--- src/rtl/fap_pkg.sv ---
`timescale 1ns/1ps
package fap_pkg;
   typedef enum logic [1:0] {
      RG_BOOT  = 2'd0,
      RG_USER  = 2'd1,
      RG_CFG   = 2'd2,
      RG_OTHER = 2'd3
   } region_t;

   localparam int NUM_PAIRS  = 3;   // code, write, read
   localparam int PAIR_CODE  = 0;
   localparam int PAIR_WRITE = 1;
   localparam int PAIR_READ  = 2;
   localparam int CFG_BYTES  = 2 * NUM_PAIRS;
endpackage

--- src/rtl/fap_decode.sv ---
`timescale 1ns/1ps
module fap_decode
   import fap_pkg::*;
#(
   parameter int ADDR_W     = 22,
   parameter int BOOT_BYTES = 2048,
   parameter int BLK_BYTES  = 8192,
   parameter int NBLK       = 2,
   parameter int CFG_BASE   = 32'h300008,
   parameter int ID_W       = 2
) (
   input  logic [ADDR_W-1:0] addr,
   output region_t           region,
   output logic [ID_W-1:0]   blk_id
);
   localparam int BLK_LG = $clog2(BLK_BYTES);
   localparam logic [ADDR_W:0] BOOT_END = (ADDR_W+1)'(BOOT_BYTES);
   localparam logic [ADDR_W:0] PM_END   = (ADDR_W+1)'(NBLK * BLK_BYTES);
   localparam logic [ADDR_W:0] CFG_LO   = (ADDR_W+1)'(CFG_BASE);
   localparam logic [ADDR_W:0] CFG_HI   = (ADDR_W+1)'(CFG_BASE + CFG_BYTES);

   logic [ADDR_W:0] a_x;
   assign a_x = {1'b0, addr};

   always_comb begin
      region = RG_OTHER;
      blk_id = '0;
      if (a_x < BOOT_END) begin
         region = RG_BOOT;
         blk_id = ID_W'(NBLK);
      end else if (a_x < PM_END) begin
         region = RG_USER;
         blk_id = ID_W'(addr >> BLK_LG);
      end else if (a_x >= CFG_LO && a_x < CFG_HI) begin
         region = RG_CFG;
      end
   end
endmodule

--- src/rtl/fap_cfg.sv ---
`timescale 1ns/1ps
module fap_cfg
   import fap_pkg::*;
#(
   parameter int NBLK = 2,
   parameter int ID_W = 2
) (
   input  logic            clk,
   input  logic            rst_n,
   input  logic            wr_en,
   input  logic [2:0]      wr_off,
   input  logic [7:0]      wr_data,
   input  logic [2:0]      rd_off,
   input  logic            erase_all,
   input  logic            erase_blk,
   input  logic [ID_W-1:0] erase_sel,
   output logic [NBLK:0]   code_q,
   output logic [NBLK:0]   write_q,
   output logic [NBLK:0]   read_q,
   output logic [7:0]      rd_byte
);
   logic bits_q [NUM_PAIRS][NBLK+1];

   for (genvar k = 0; k < NUM_PAIRS; k++) begin : g_pair
      for (genvar j = 0; j <= NBLK; j++) begin : g_bit
         localparam int         BI  = (j == NBLK) ? 0 : j;
         localparam logic [2:0] OFF = 3'(2 * k + ((j == NBLK) ? 1 : 0));
         always_ff @(posedge clk or negedge rst_n) begin
            if (!rst_n)
               bits_q[k][j] <= 1'b1;
            else if (erase_all)
               bits_q[k][j] <= 1'b1;
            else if (erase_blk && erase_sel == ID_W'(j))
               bits_q[k][j] <= 1'b1;
            else if (wr_en && wr_off == OFF)
               bits_q[k][j] <= bits_q[k][j] & wr_data[BI];
         end
         if (k == PAIR_CODE) begin : g_c
            assign code_q[j] = bits_q[k][j];
         end else if (k == PAIR_WRITE) begin : g_w
            assign write_q[j] = bits_q[k][j];
         end else begin : g_r
            assign read_q[j] = bits_q[k][j];
         end
      end
   end

   always_comb begin
      rd_byte = '0;
      for (int p = 0; p < NUM_PAIRS; p++) begin
         if (int'(rd_off[2:1]) == p) begin
            if (rd_off[0])
               rd_byte[0] = bits_q[p][NBLK];
            else
               for (int j = 0; j < NBLK; j++) rd_byte[j] = bits_q[p][j];
         end
      end
   end
endmodule

--- src/rtl/fap_policy.sv ---
`timescale 1ns/1ps
module fap_policy
   import fap_pkg::*;
#(
   parameter int NBLK = 2,
   parameter int ID_W = 2
) (
   input  region_t         tgt_region,
   input  logic [ID_W-1:0] tgt_id,
   input  region_t         pc_region,
   input  logic [ID_W-1:0] pc_id,
   input  logic            acc_valid,
   input  logic            acc_write,
   input  logic            acc_ext,
   input  logic [7:0]      rd_raw,
   input  logic [7:0]      cfg_byte,
   input  logic [NBLK:0]   code_q,
   input  logic [NBLK:0]   write_q,
   input  logic [NBLK:0]   read_q,
   output logic [7:0]      rd_data,
   output logic            wr_grant
);
   logic in_prog;
   logic same_blk;
   logic rd_ok;
   logic wr_ok;

   assign in_prog  = (tgt_region == RG_BOOT) || (tgt_region == RG_USER);
   assign same_blk = in_prog && (pc_region == tgt_region) && (pc_id == tgt_id);

   always_comb begin
      if (acc_ext) begin
         rd_ok = code_q[tgt_id];
         wr_ok = code_q[tgt_id];
      end else begin
         rd_ok = read_q[tgt_id] | same_blk;
         wr_ok = write_q[tgt_id];
      end
   end

   always_comb begin
      rd_data  = rd_raw;
      wr_grant = 1'b0;
      case (tgt_region)
         RG_CFG:   rd_data = cfg_byte;
         RG_OTHER: rd_data = rd_raw;
         default: begin
            rd_data  = rd_ok ? rd_raw : 8'h00;
            wr_grant = acc_valid & acc_write & wr_ok;
         end
      endcase
   end
endmodule

--- src/rtl/flash_prot_unit.sv ---
`timescale 1ns/1ps
module flash_prot_unit
   import fap_pkg::*;
#(
   parameter int ADDR_W     = 22,
   parameter int BOOT_BYTES = 2048,
   parameter int BLK_BYTES  = 8192,
   parameter int NBLK       = 2,
   parameter int CFG_BASE   = 32'h300008,
   localparam int ID_W      = $clog2(NBLK + 1)
) (
   input  logic              clk,
   input  logic              rst_n,
   input  logic [ADDR_W-1:0] pc,
   input  logic [ADDR_W-1:0] tbl_addr,
   input  logic              acc_valid,
   input  logic              acc_write,
   input  logic              acc_ext,
   input  logic [7:0]        wr_data,
   input  logic [7:0]        rd_raw,
   input  logic              ext_erase_all,
   input  logic              ext_erase_blk,
   input  logic [ID_W-1:0]   erase_sel,
   output logic [7:0]        rd_data,
   output logic              wr_grant
);
   if (ADDR_W > 30) begin : g_bad_aw
      $error("ADDR_W must not exceed 30");
   end
   if (BLK_BYTES != (1 << $clog2(BLK_BYTES))) begin : g_bad_blk
      $error("BLK_BYTES must be a power of two");
   end
   if (BOOT_BYTES <= 0 || BOOT_BYTES >= BLK_BYTES) begin : g_bad_boot
      $error("BOOT_BYTES must lie inside the first user block");
   end
   if (NBLK < 1 || NBLK > 8) begin : g_bad_n
      $error("NBLK must be between 1 and 8");
   end
   if (CFG_BASE < NBLK * BLK_BYTES || CFG_BASE + CFG_BYTES > (1 << ADDR_W)) begin : g_bad_cfg
      $error("configuration window must sit above program memory");
   end

   region_t         tgt_region;
   region_t         pc_region;
   logic [ID_W-1:0] tgt_id;
   logic [ID_W-1:0] pc_id;
   logic [2:0]      cfg_off;
   logic [7:0]      cfg_byte;
   logic            cfg_wr;
   logic            erase_all_ok;
   logic            erase_blk_ok;
   logic [NBLK:0]   code_q;
   logic [NBLK:0]   write_q;
   logic [NBLK:0]   read_q;

   assign cfg_off      = 3'(tbl_addr - ADDR_W'(CFG_BASE));
   assign cfg_wr       = acc_valid & acc_write & (tgt_region == RG_CFG);
   assign erase_all_ok = ext_erase_all & acc_ext;
   assign erase_blk_ok = ext_erase_blk & acc_ext;

   fap_decode #(
      .ADDR_W(ADDR_W), .BOOT_BYTES(BOOT_BYTES), .BLK_BYTES(BLK_BYTES),
      .NBLK(NBLK), .CFG_BASE(CFG_BASE), .ID_W(ID_W)
   ) u_dec_tgt (
      .addr(tbl_addr), .region(tgt_region), .blk_id(tgt_id)
   );

   fap_decode #(
      .ADDR_W(ADDR_W), .BOOT_BYTES(BOOT_BYTES), .BLK_BYTES(BLK_BYTES),
      .NBLK(NBLK), .CFG_BASE(CFG_BASE), .ID_W(ID_W)
   ) u_dec_pc (
      .addr(pc), .region(pc_region), .blk_id(pc_id)
   );

   fap_cfg #(.NBLK(NBLK), .ID_W(ID_W)) u_cfg (
      .clk(clk), .rst_n(rst_n),
      .wr_en(cfg_wr), .wr_off(cfg_off), .wr_data(wr_data),
      .rd_off(cfg_off),
      .erase_all(erase_all_ok), .erase_blk(erase_blk_ok), .erase_sel(erase_sel),
      .code_q(code_q), .write_q(write_q), .read_q(read_q),
      .rd_byte(cfg_byte)
   );

   fap_policy #(.NBLK(NBLK), .ID_W(ID_W)) u_pol (
      .tgt_region(tgt_region), .tgt_id(tgt_id),
      .pc_region(pc_region), .pc_id(pc_id),
      .acc_valid(acc_valid), .acc_write(acc_write), .acc_ext(acc_ext),
      .rd_raw(rd_raw), .cfg_byte(cfg_byte),
      .code_q(code_q), .write_q(write_q), .read_q(read_q),
      .rd_data(rd_data), .wr_grant(wr_grant)
   );
endmodule

--- config.mk ---
export PLATFORM = sky130hd
export DESIGN_NAME = flash_prot_unit
export DESIGN_NICKNAME = d
export VERILOG_FILES = /design/src/rtl/fap_pkg.sv /design/src/rtl/fap_decode.sv /design/src/rtl/fap_cfg.sv /design/src/rtl/fap_policy.sv /design/src/rtl/flash_prot_unit.sv
export SDC_FILE = /design/constraint.sdc
export NUM_CORES = 1
export LEC_CHECK = 0
export ABC_AREA = 1
export ABC_CLOCK_PERIOD_IN_PS = 1100
export BUFFER_PORTS_ARGS = -buffer_cell sky130_fd_sc_hd__buf_2
export CAP_MARGIN = 40
export CORE_UTILIZATION = 37
export CTS_BUF_LIST = sky130_fd_sc_hd__clkbuf_2
export DETAILED_ROUTE_END_ITERATION = 8
export PLACE_DENSITY = 0.78
export RECOVER_POWER = 25
export SETUP_SLACK_MARGIN = 0.02
export SYNTH_ARGS = -nofsm -noshare
export SYNTH_HDL_FRONTEND = slang
export SYNTH_SLANG_ARGS = --single-unit
--- constraint.sdc ---
create_clock -name clk -period 1.1 [get_ports clk]
set_input_delay 0.165 -clock clk [delete_from_list [all_inputs] [get_ports clk]]
set_output_delay 0.165 -clock clk [all_outputs]
set_load 0.02 [all_outputs]
==> results of run 1 <==
## sequential cells by signal, summed over array words and instances (netlist names)
register / flops
u_cfg.write_q: 3
u_cfg.code_q: 3
u_cfg.read_q: 3
## synthesized netlist by cell type (all sizes together) (2+ instances only)
cell type  instances
dfstp              9
nand2             57
inv               25
nand3             18
nand4             12
o21ai             14
buf                2
a21oi              6
o211ai             2
nor2              18
nor3               4
## layer usage
metal / vias up / share of wire
met4: 0 / 0.020
met3: 7 / 0.051
met5: - / 0
li1: 723 / -
met1: 597 / 0.40
met2: 45 / 0.52
## worst max-delay path, cell delays in order (launching register included)
cell	delay, ns
dfstp_2	0.54
inv_2	0.04
o21ai_2	0.10
nand3_1	0.08
o211ai_1	0.09
nand2_1	0.08
nand2_1	0.08
nand3_2	0.06
nand2_2	0.07
buf_6	0.11
## what timing repair did
item	4_1_cts	5_1_grt
gates cloned	1	0
pin swaps	15	11
setup endpoints to repair	18	18
gates resized for setup	30	17
setup buffers	0	0
hold buffers	1	0
hold endpoints to repair	9	0
## final cells by class
type / count / area [um^2] / share of cell area
Sequential cell: 9 / 236 / 0.139
Inverter: 25 / 93.8 / 0.0550
Tap cell: 30 / 37.5 / 0.0220
Multi-Input combinational cell: 135 / 812 / 0.476
Timing Repair Buffer: 77 / 505 / 0.296
Clock buffer: 4 / 20.0 / 0.0117
## stage by stage
stage                     total power [uW]  area, um^2  worst slack [ns]
after floorplan                        481        1090            -0.156
after global placement                 653        1520            -0.441
after detailed placement               658        1520            -0.468
after CTS                              907        1650            -0.637
after global routing                   979        1710            -0.712
final                                  905        1710            -0.577
## power breakdown
part | leakage, uW | total (uW) | internal (uW) | switching [uW]
Clock | 0.0000166 | 206 | 96.6 | 109
Sequential | 0.0000947 | 333 | 333 | 0.0665
Combinational | 0.000828 | 367 | 179 | 187
## how the worst min path moves through the flow
stage / startpoint / endpoint / slack (ns)
floorplan: rst_n / u_cfg.code_q[0] / 0.02
global placement: rst_n / u_cfg.code_q[0] / 0.23
detailed placement: rst_n / u_cfg.code_q[1] / 0.24
CTS: wr_data[1] / u_cfg.code_q[1] / 0.17
global route: wr_data[0] / u_cfg.read_q[0] / 0.16
finish: wr_data[1] / u_cfg.code_q[1] / 0.17
## cells by family after synthesis
| logic type | count (synthesis) | share of synthesized area |
|---|---|---|
| buffers and inverters | 27 | 0.111 |
| AOI/OAI and AO/OA | 24 | 0.135 |
| and+or+nand+nor | 110 | 0.523 |
| DFF | 9 | 0.230 |
==> flow_summary.ini, run 1 <==
[outcome]
outcome = finished with violations
violations_in_the_final_reports = negative setup slack

[grt]
grt_most_used_layer = met2
grt_antenna_before_repair = 0
grt_remaining_overflow = 0
met1_grt_util = 0.236
met3_usage = 0.0194
largest_net_degree_at_the_start_of_global_routing = 12
grt_use_total = 0.216
grt_pass1_vias = 1251
grt_use_met2 = 0.410
grt_first_pass_wirelength_mm = 4.73

[critical_path]
critPathArrivalTime_ns = 1.51
cp-end-kind = output pin
critical_path_start_end_classification = reg -> out
r2r_cells = 3
endpoint = rd_data[0]
worstSetupStartpoint = u_cfg.code_q[0]
critical_path.reg2reg.endpoint = u_cfg.read_q[1]
reg2reg_slack_ns = 0.30
critical_path.max_fanout = 2
critical_path_launch_point_type = flop
r2r_start = u_cfg.read_q[1]
required_ns = 0.94

[logic_synthesis]
synth_ff_type = dfstp_2
synth.ff_latch_count = 9
synth_nets = 239
synth_enable_flop_cells = 0
netlist.top_cell.by_area = dfstp_2
number_of_distinct_standard_cells_referenced_by_the_synthesized_netlist = 24
syn_area_per_cell_um2 = 6.04
syn-cell-area_um2 = 1030
yosys_warnings = 0
async_flop_share = 1.00
post_synth_main_area_contributors = dfstp_2 23%, nand2_1 19%, inv_1 8.8%
synth_sequential_area_ratio = 0.230
post_synth_inst_count = 170
synth_largest_type_area_fraction = 0.230

[timing]
hold_viol = 0
timing.clock.skew_ns = 0
layout_worst_path_cycle_share = 1.52
setup_viol = 9
maxClockFrequency_ghz = 0.596
finalWorstSetupSlack_ns = -0.577
layout_min_cycle_time_ns = 1.68
report.final.slew_viol_count = 0
timing.hold.ws_ns = 0.173
fin_setup_tns_ns = -4.59
worst-slew-pin-transition_ns = 0.449
slew-limit-headroom = 0.700
rsz0062_at_grt = yes

[pwr]
max-vdd-ir-drop_v = 0.000603
reported_leakage_power_uw = 0.000939
pwrdens_nw_per_um2 = 531

[place]
place_congestion = 0.833
dp.cells = 274
half_perimeter_wire_length_after_placement_mm = 2.32
numPortBuffers = 60

[clock_network]
cts_tree = built
numClockSinks = 9
worst_skew_pair.late_latency_ns = 0.25
cts_buffer_depth = 2
cts_max_level = 1
tritoncts.num_buffers = 3
clk_pin_slew_ns = 0.08
ctsRootBufferMaster = clkbuf_2

[drt]
post-route-drc-count = 0
ant_nets = 0
viasPerCell = 4.90
drt-wirelength-per-cell_um = 10.2
detail_route.first_pass.iterations = 4
dr.first_iter.drc_count = 10
detailroute.via_count = 1372
routed_wl_mm = 2.85

[cells_and_area]
finalCoreUtilization = 0.670
antenna_cells_inserted = 0
number_of_fill_cells = 217
mostFrequentLayoutCells = 48 x buf_2, 41 x nand2_1, 22 x inv_1
layout_commonest_cell = buf_2
fin_nets = 320
area_growth_syn_to_layout_pct = 66.2
layoutNonFillerInstCount = 280
drive_gt1_frac = 0.508

[die]
rows = 18
initial_core_util = 0.403
die_y_extent_um = 54.7
fp.coreArea_um2 = 2540
pin_count = 78
floorplan.die_area_um2 = 2990
dieWidth_um = 54.7

[min_path]
worstHoldPathCells = 3
class_of_the_worst_hold_path = in -> reg

[run]
cap_violations = 0
Note: power is estimated with default switching activity, not from simulation.
==> run 2, diff against run 1 <==
--- a/config.mk
+++ b/config.mk
@@ -9,10 +9,10 @@
 export ABC_CLOCK_PERIOD_IN_PS = 1100
 export BUFFER_PORTS_ARGS = -buffer_cell sky130_fd_sc_hd__buf_2
 export CAP_MARGIN = 40
-export CORE_UTILIZATION = 37
+export CORE_UTILIZATION = 35
 export CTS_BUF_LIST = sky130_fd_sc_hd__clkbuf_2
 export DETAILED_ROUTE_END_ITERATION = 8
-export PLACE_DENSITY = 0.78
+export PLACE_DENSITY = 0.75
 export RECOVER_POWER = 25
 export SETUP_SLACK_MARGIN = 0.02
 export SYNTH_ARGS = -nofsm -noshare
==> run 2 against run 1 <==
Against the previous run: the flow still finishes with violations (negative setup slack); via count rose by 2.2%; sequential share of layout area down 0.23 points; register-to-register slack got worse by 0.02 ns; clock power shrank 4%; wire length is 4.1% higher; clock skew did not move; non-clock buffer count did not move; first-iteration DRC count grew to 4.5 times the previous value; critical endpoint unchanged; largest cell class unchanged; highest routed layer unchanged.
==> flow_summary.ini, run 2 (synthesis gave the netlist of run 1 again) <==
[pwr]
swShare = 0.324
pwrdens_nw_per_um2 = 521
max-vdd-ir-drop_v = 0.000681
totalPowerFinal_uw = 904
seq_power_share = 0.368
net-switching-power_uw = 293
power.clock.fraction = 0.218
internal-power_uw = 611
reported_leakage_power_uw = 0.000946
combinational_share_of_power = 0.414

[timing]
maxClockFrequency_ghz = 0.597
timing.hold.ws_ns = 0.171
layout_min_cycle_time_ns = 1.67
layout_worst_path_cycle_share = 1.52
finalWorstSetupSlack_ns = -0.575
hold_viol = 0
setup_viol = 10
rsz0062_at_grt = yes
slew-limit-headroom = 0.709
report.final.slew_viol_count = 0
timing.clock.skew_ns = 0
worst-slew-pin-transition_ns = 0.437

[die]
initial_core_util = 0.372
floorplan.die_area_um2 = 3150
fp.coreArea_um2 = 2760
die_y_extent_um = 56.1
pin_count = 78
rows = 19
dieWidth_um = 56.1

[critical_path]
critPathArrivalTime_ns = 1.51
required_ns = 0.94
critical_path_start_end_classification = reg -> out
crit_chain = inv_2, o21ai_1, nand3_1, o211ai_1, nand2_1, nand2_1, nand3_2, nand2_2, buf_6
cell_type_with_the_highest_occurrence_count_on_the_critical_path = nand2_1
critical_path.max_fanout = 2
cp-end-kind = output pin
reg2reg_slack_ns = 0.28
critical_path_launch_point_type = flop
cp_slowest_stage_delay_ns = 0.54
crit_family = flip-flops
critPathBufInv = 2
worst_path_max_delay_cell = dfstp_2

[grt]
grt_use_met2 = 0.369
grt_pass1_vias = 1322
grt_remaining_overflow = 0
largest_net_degree_at_the_start_of_global_routing = 10
grt_first_pass_wirelength_mm = 5.12
grt_antenna_before_repair = 0
met3_usage = 0.0116
met1_grt_util = 0.235
grt_use_total = 0.197
grt_most_used_layer = met2

[drt]
detailroute.via_count = 1402
drt-wirelength-per-cell_um = 10.6
ant_nets = 0
dr.first_iter.drc_count = 45
routed_wl_mm = 2.97
detail_route.first_pass.iterations = 4
viasPerCell = 4.99
post-route-drc-count = 0

[clock_network]
cts_max_level = 1
tritoncts.num_buffers = 3
cts_buffer_depth = 2
worst_skew_pair.late_latency_ns = 0.23
clk_pin_slew_ns = 0.08
ctsRootBufferMaster = clkbuf_2
numClockSinks = 9
cts_tree = built

[place]
post_detailed_placement_cell_area_um2 = 1520
dp_slack_ns = -0.428
place_congestion = 0.864
numPortBuffers = 60
half_perimeter_wire_length_after_placement_mm = 2.26

[min_path]
class_of_the_worst_hold_path = in -> reg

[cells_and_area]
drive_gt1_frac = 0.536
antenna_cells_inserted = 0
layout_commonest_cell = buf_2
number_of_fill_cells = 273
mostFrequentLayoutCells = 48 x buf_2, 40 x nand2_1, 19 x inv_1
postLayoutCellArea_um2 = 1730
area_growth_syn_to_layout_pct = 69.0
fin_nets = 320

[run]
cap_violations = 0

[outcome]
violations_in_the_final_reports = negative setup slack
outcome = finished with violations
## run 2: changes by cell type in the layout (fill, tap and decap cells not counted), moves of 2 or more
cell | before | now
nor2_1 | 11 | 9
nand3_1 | 11 | 9
inv_2 | 3 | 6
nand3_2 | 4 | 6
inv_1 | 22 | 19
## run 2: final timing paths
kind | startpoint | endpoint | cells past startpoint
hold reg to reg | u_cfg.read_q[0] | u_cfg.read_q[0] | 2
hold / removal | wr_data[1] | u_cfg.code_q[1] | 3
min in group asynchronous | rst_n | u_cfg.code_q[1] | 2
setup reg to reg | u_cfg.code_q[1] | u_cfg.code_q[1] | 3
setup / recovery | u_cfg.code_q[0] | rd_data[0] | 9
max in group asynchronous | rst_n | u_cfg.read_q[2] | 2
## run 2: area by class of cell
type,count,area (um^2),area share
multi-input combinational,135,836,0.482
sequential,9,236,0.136
inverter,25,93.8,0.0541
timing repair buffer,77,509,0.294
tap,31,38.8,0.0224
clock buffer,4,20.0,0.0115
## run 2: power by group through the flow
stage	logic, uW	registers (uW)	clock network [uW]
after CTS	352	333	204
after global routing	411	333	221
final	374	333	197
after floorplan	143	338	0
after detailed placement	319	338	0
after global placement	316	338	0
## run 2: per-stage QoR
| step | TNS [ns] | instances | utilization |
|---|---|---|---|
| 2_1_floorplan | -1.21 | 170 | - |
| 3_3_place_gp | -6.04 | 274 | 0.550 |
| 3_5_place_dp | -6.36 | 274 | 0.550 |
| 4_1_cts | -4.77 | 282 | 0.609 |
| 5_1_grt | -5.66 | 281 | 0.629 |
| 6_report | -4.43 | 281 | 0.629 |
## run 2: repair_timing
| action | in CTS | in global routing |
|---|---|---|
| endpoints found under the setup margin | 18 | 18 |
| setup buffers | 2 | 0 |
| gates resized for setup | 37 | 21 |
| hold endpoints to repair | 9 | 0 |
| gates cloned | 1 | 0 |
| hold buffers | 1 | 0 |
| pin swaps | 10 | 29 |
## run 2: worst reg2reg max path: cells and delay by family, from the launching register on
family / cells / cell delay, ns
DFF: 1 / 0.55
buffers and inverters: 1 / 0.11
and+or+nand+nor: 1 / 0.06
AOI/OAI and AO/OA: 1 / 0.05
## run 2: layer usage
layer	part of all wire	routed length, um
met4	0.010	31
met1	0.41	1220
met2	0.53	1580
met5	0	0
met3	0.047	138
==> run 3, diff against run 2 <==
--- a/config.mk
+++ b/config.mk
@@ -12,9 +12,10 @@
 export CORE_UTILIZATION = 35
 export CTS_BUF_LIST = sky130_fd_sc_hd__clkbuf_2
 export DETAILED_ROUTE_END_ITERATION = 8
-export PLACE_DENSITY = 0.75
+export PLACE_DENSITY = 0.68
 export RECOVER_POWER = 25
 export SETUP_SLACK_MARGIN = 0.02
 export SYNTH_ARGS = -nofsm -noshare
 export SYNTH_HDL_FRONTEND = slang
+export SYNTH_HIERARCHICAL = 1
 export SYNTH_SLANG_ARGS = --single-unit
==> run 3 against run 2 <==
Against the previous run: the run still ends with negative setup slack left; sequential cell count unchanged; die area up 36%; setup slack worse by 0.12 ns; power down 1.6%; register-to-register slack better by 0.03 ns; count of clock-buffer cells in the layout unchanged; utilization down 6.3 points; critical endpoint is now rd_data[7].
==> flow_summary.ini, run 3 <==
[timing]
timing.clock.skew_ns = 0
layout_min_cycle_time_ns = 1.80
fin_setup_tns_ns = -9.21
rsz0062_at_grt = yes
layout_worst_path_cycle_share = 1.63
report.final.slew_viol_count = 0
setup_viol = 18
timing.hold.ws_ns = 0.266
hold_viol = 0
finalWorstSetupSlack_ns = -0.695
maxClockFrequency_ghz = 0.557

[place]
place_congestion = 0.826
dp_slack_ns = -0.699
numPortBuffers = 70
half_perimeter_wire_length_after_placement_mm = 2.94

[pwr]
max-vdd-ir-drop_v = 0.000527
reported_leakage_power_uw = 0.00124
pwrdens_nw_per_um2 = 420

[logic_synthesis]
synth_ff_type = dfstp_2
yosysMostFrequentCell = nand2_1
dominant_combinational_cell_family_by_area_after_synthesis = simple AND/OR/NAND/NOR gates
number_of_distinct_standard_cells_referenced_by_the_synthesized_netlist = 22
post_synth_fa_ha_maj_area_fraction = 0
synth.ff_latch_count = 9
synth_largest_type_area_fraction = 0.206
synth_compound_gate_area_share = 0.0606
synth_enable_flop_cells = 0
yosys.area_share.xor_xnor = 0
post_synth_inst_count = 269
yosys_warnings = 6
synth_top_cells_by_count = 77 x nand2_1, 64 x inv_1, 40 x nand3_1
netlist.top_cell.by_area = nand2_1
synth_sequential_area_ratio = 0.168
synth_mux_area_frac = 0
async_flop_share = 1.00
synth_simple_gate_area_share = 0.549
post_synth_main_area_contributors = nand2_1 21%, inv_1 17%, dfstp_2 17%
syn-cell-area_um2 = 1410
syn_area_per_cell_um2 = 5.22

[grt]
grt_pass1_vias = 1627
grt_first_pass_wirelength_mm = 6.00
grt_use_total = 0.170
grt_remaining_overflow = 0
largest_net_degree_at_the_start_of_global_routing = 10
grt_antenna_before_repair = 0

[min_path]
class_of_the_worst_hold_path = in -> reg
worstHoldPathCells = 5
min_from = ext_erase_all
whs_endpoint = u_cfg/read_q[0]

[critical_path]
critPathArrivalTime_ns = 1.63
critical_path_launch_point_type = input pin
critical_path.reg2reg.endpoint = u_cfg/write_q[2]
critical_path.max_fanout = 8
critical_path_start_end_classification = in -> out
reg2reg_slack_ns = 0.31
r2r_start = u_cfg/write_q[2]
r2r_cells = 3
cp-end-kind = output pin
required_ns = 0.94

[clock_network]
tritoncts.num_buffers = 3
worst_skew_pair.late_latency_ns = 0.23
ctsRootBufferMaster = clkbuf_2
numClockSinks = 9
clk_pin_slew_ns = 0.08
cts_max_level = 1
cts_tree = built
cts_buffer_depth = 2

[die]
fp.coreArea_um2 = 3740
rows = 22
die_y_extent_um = 65.4
dieWidth_um = 65.4
pin_count = 78
floorplan.die_area_um2 = 4270
initial_core_util = 0.375

[outcome]
outcome = finished with violations
violations_in_the_final_reports = negative setup slack

[drt]
viasPerCell = 4.34
post-route-drc-count = 0
detail_route.first_pass.iterations = 4
ant_nets = 0
routed_wl_mm = 3.59
dr_wl_met2_mm = 1.89
met3_wirelength_um = 179
drt-wirelength-per-cell_um = 8.85
detailroute.via_count = 1761
routedLengthMet1_mm = 1.52
dr.first_iter.drc_count = 39
topRoutingLayerUsed = met4

[cells_and_area]
mostFrequentLayoutCells = 61 x inv_1, 60 x buf_2, 59 x nand2_1
layout_commonest_cell = inv_1
antenna_cells_inserted = 0
drive_gt1_frac = 0.430
fin_nets = 428
area_growth_syn_to_layout_pct = 50.7

[run]
cap_violations = 0
==> run 3: report_power, final <==
part / leakage [uW] / switching (uW) / internal [uW]
Sequential: 0.0000947 / 0.0124 / 332
Clock: 0.0000166 / 103 / 96.7
Combinational: 0.00113 / 187 / 170
Total: 0.00124 / 290 / 599
==> run 3: final cells by class <==
| type | count | area, um^2 |
|---|---|---|
| well taps | 48 | 60.1 |
| repair buffers | 88 | 544 |
| multi-input cells | 191 | 1010 |
| clock buffers | 4 | 20.0 |
| fillers | 406 | 1630 |
| inverters | 66 | 250 |
| flip-flops and latches | 9 | 236 |
==> run 3: critical path, cell delays in order <==
cell and delay, ns:
buf_6 0.09, or2_4 0.24, nor2_4 0.11, nand2_2 0.08
nor2_4 0.16, inv_4 0.08, nand2_2 0.06, nand2_2 0.06
a21oi_4 0.13, nand3_4 0.14, nand3_1 0.12, nand2_2 0.05
buf_4 0.15
==> run 3: cell families after synthesis <==
logic type | Yosys count
other cells | 1
flops | 9
simple gates | 171
buf+inv | 74
compound gates | 14
==> run 3: how the worst max path moves through the flow <==
stage / startpoint / end / slack, ns / cells after the start
floorplan: tbl_addr[17] / rd_data[0] / -0.42 / 13
global placement: tbl_addr[17] / rd_data[0] / -0.67 / 13
detailed placement: tbl_addr[17] / rd_data[5] / -0.70 / 13
CTS: tbl_addr[17] / rd_data[7] / -0.69 / 11
global route: tbl_addr[15] / rd_data[1] / -0.83 / 14
finish: tbl_addr[17] / rd_data[7] / -0.70 / 13
==> run 3: stage by stage <==
| stage | power, uW | std cells | cell area, um^2 | utilization |
|---|---|---|---|---|
| 2_1_floorplan | 504 | 274 | 1460 | - |
| 5_1_grt | 961 | 406 | 2120 | 0.566 |
| 3_3_place_gp | 662 | 399 | 1930 | 0.516 |
| 6_report | 890 | 406 | 2120 | 0.566 |
| 3_5_place_dp | 666 | 399 | 1930 | 0.516 |
| 4_1_cts | 886 | 405 | 2010 | 0.537 |
==> run 3: repair_timing <==
item | CTS | global route
setup buffers | 1 | 1
pin swaps | 4 | 13
hold buffers | 1 | 0
hold endpoints to repair | 9 | 0
gates cloned | 0 | 0
endpoints found under the setup margin | 18 | 18
gates resized for setup | 13 | 30
==> run 3: per-layer routing <==
metal,global-route usage,vias to the layer above
li1,-,968
met1,0.186,750
met2,0.341,41
met3,0.0156,2
met4,0.0408,0
met5,0,-
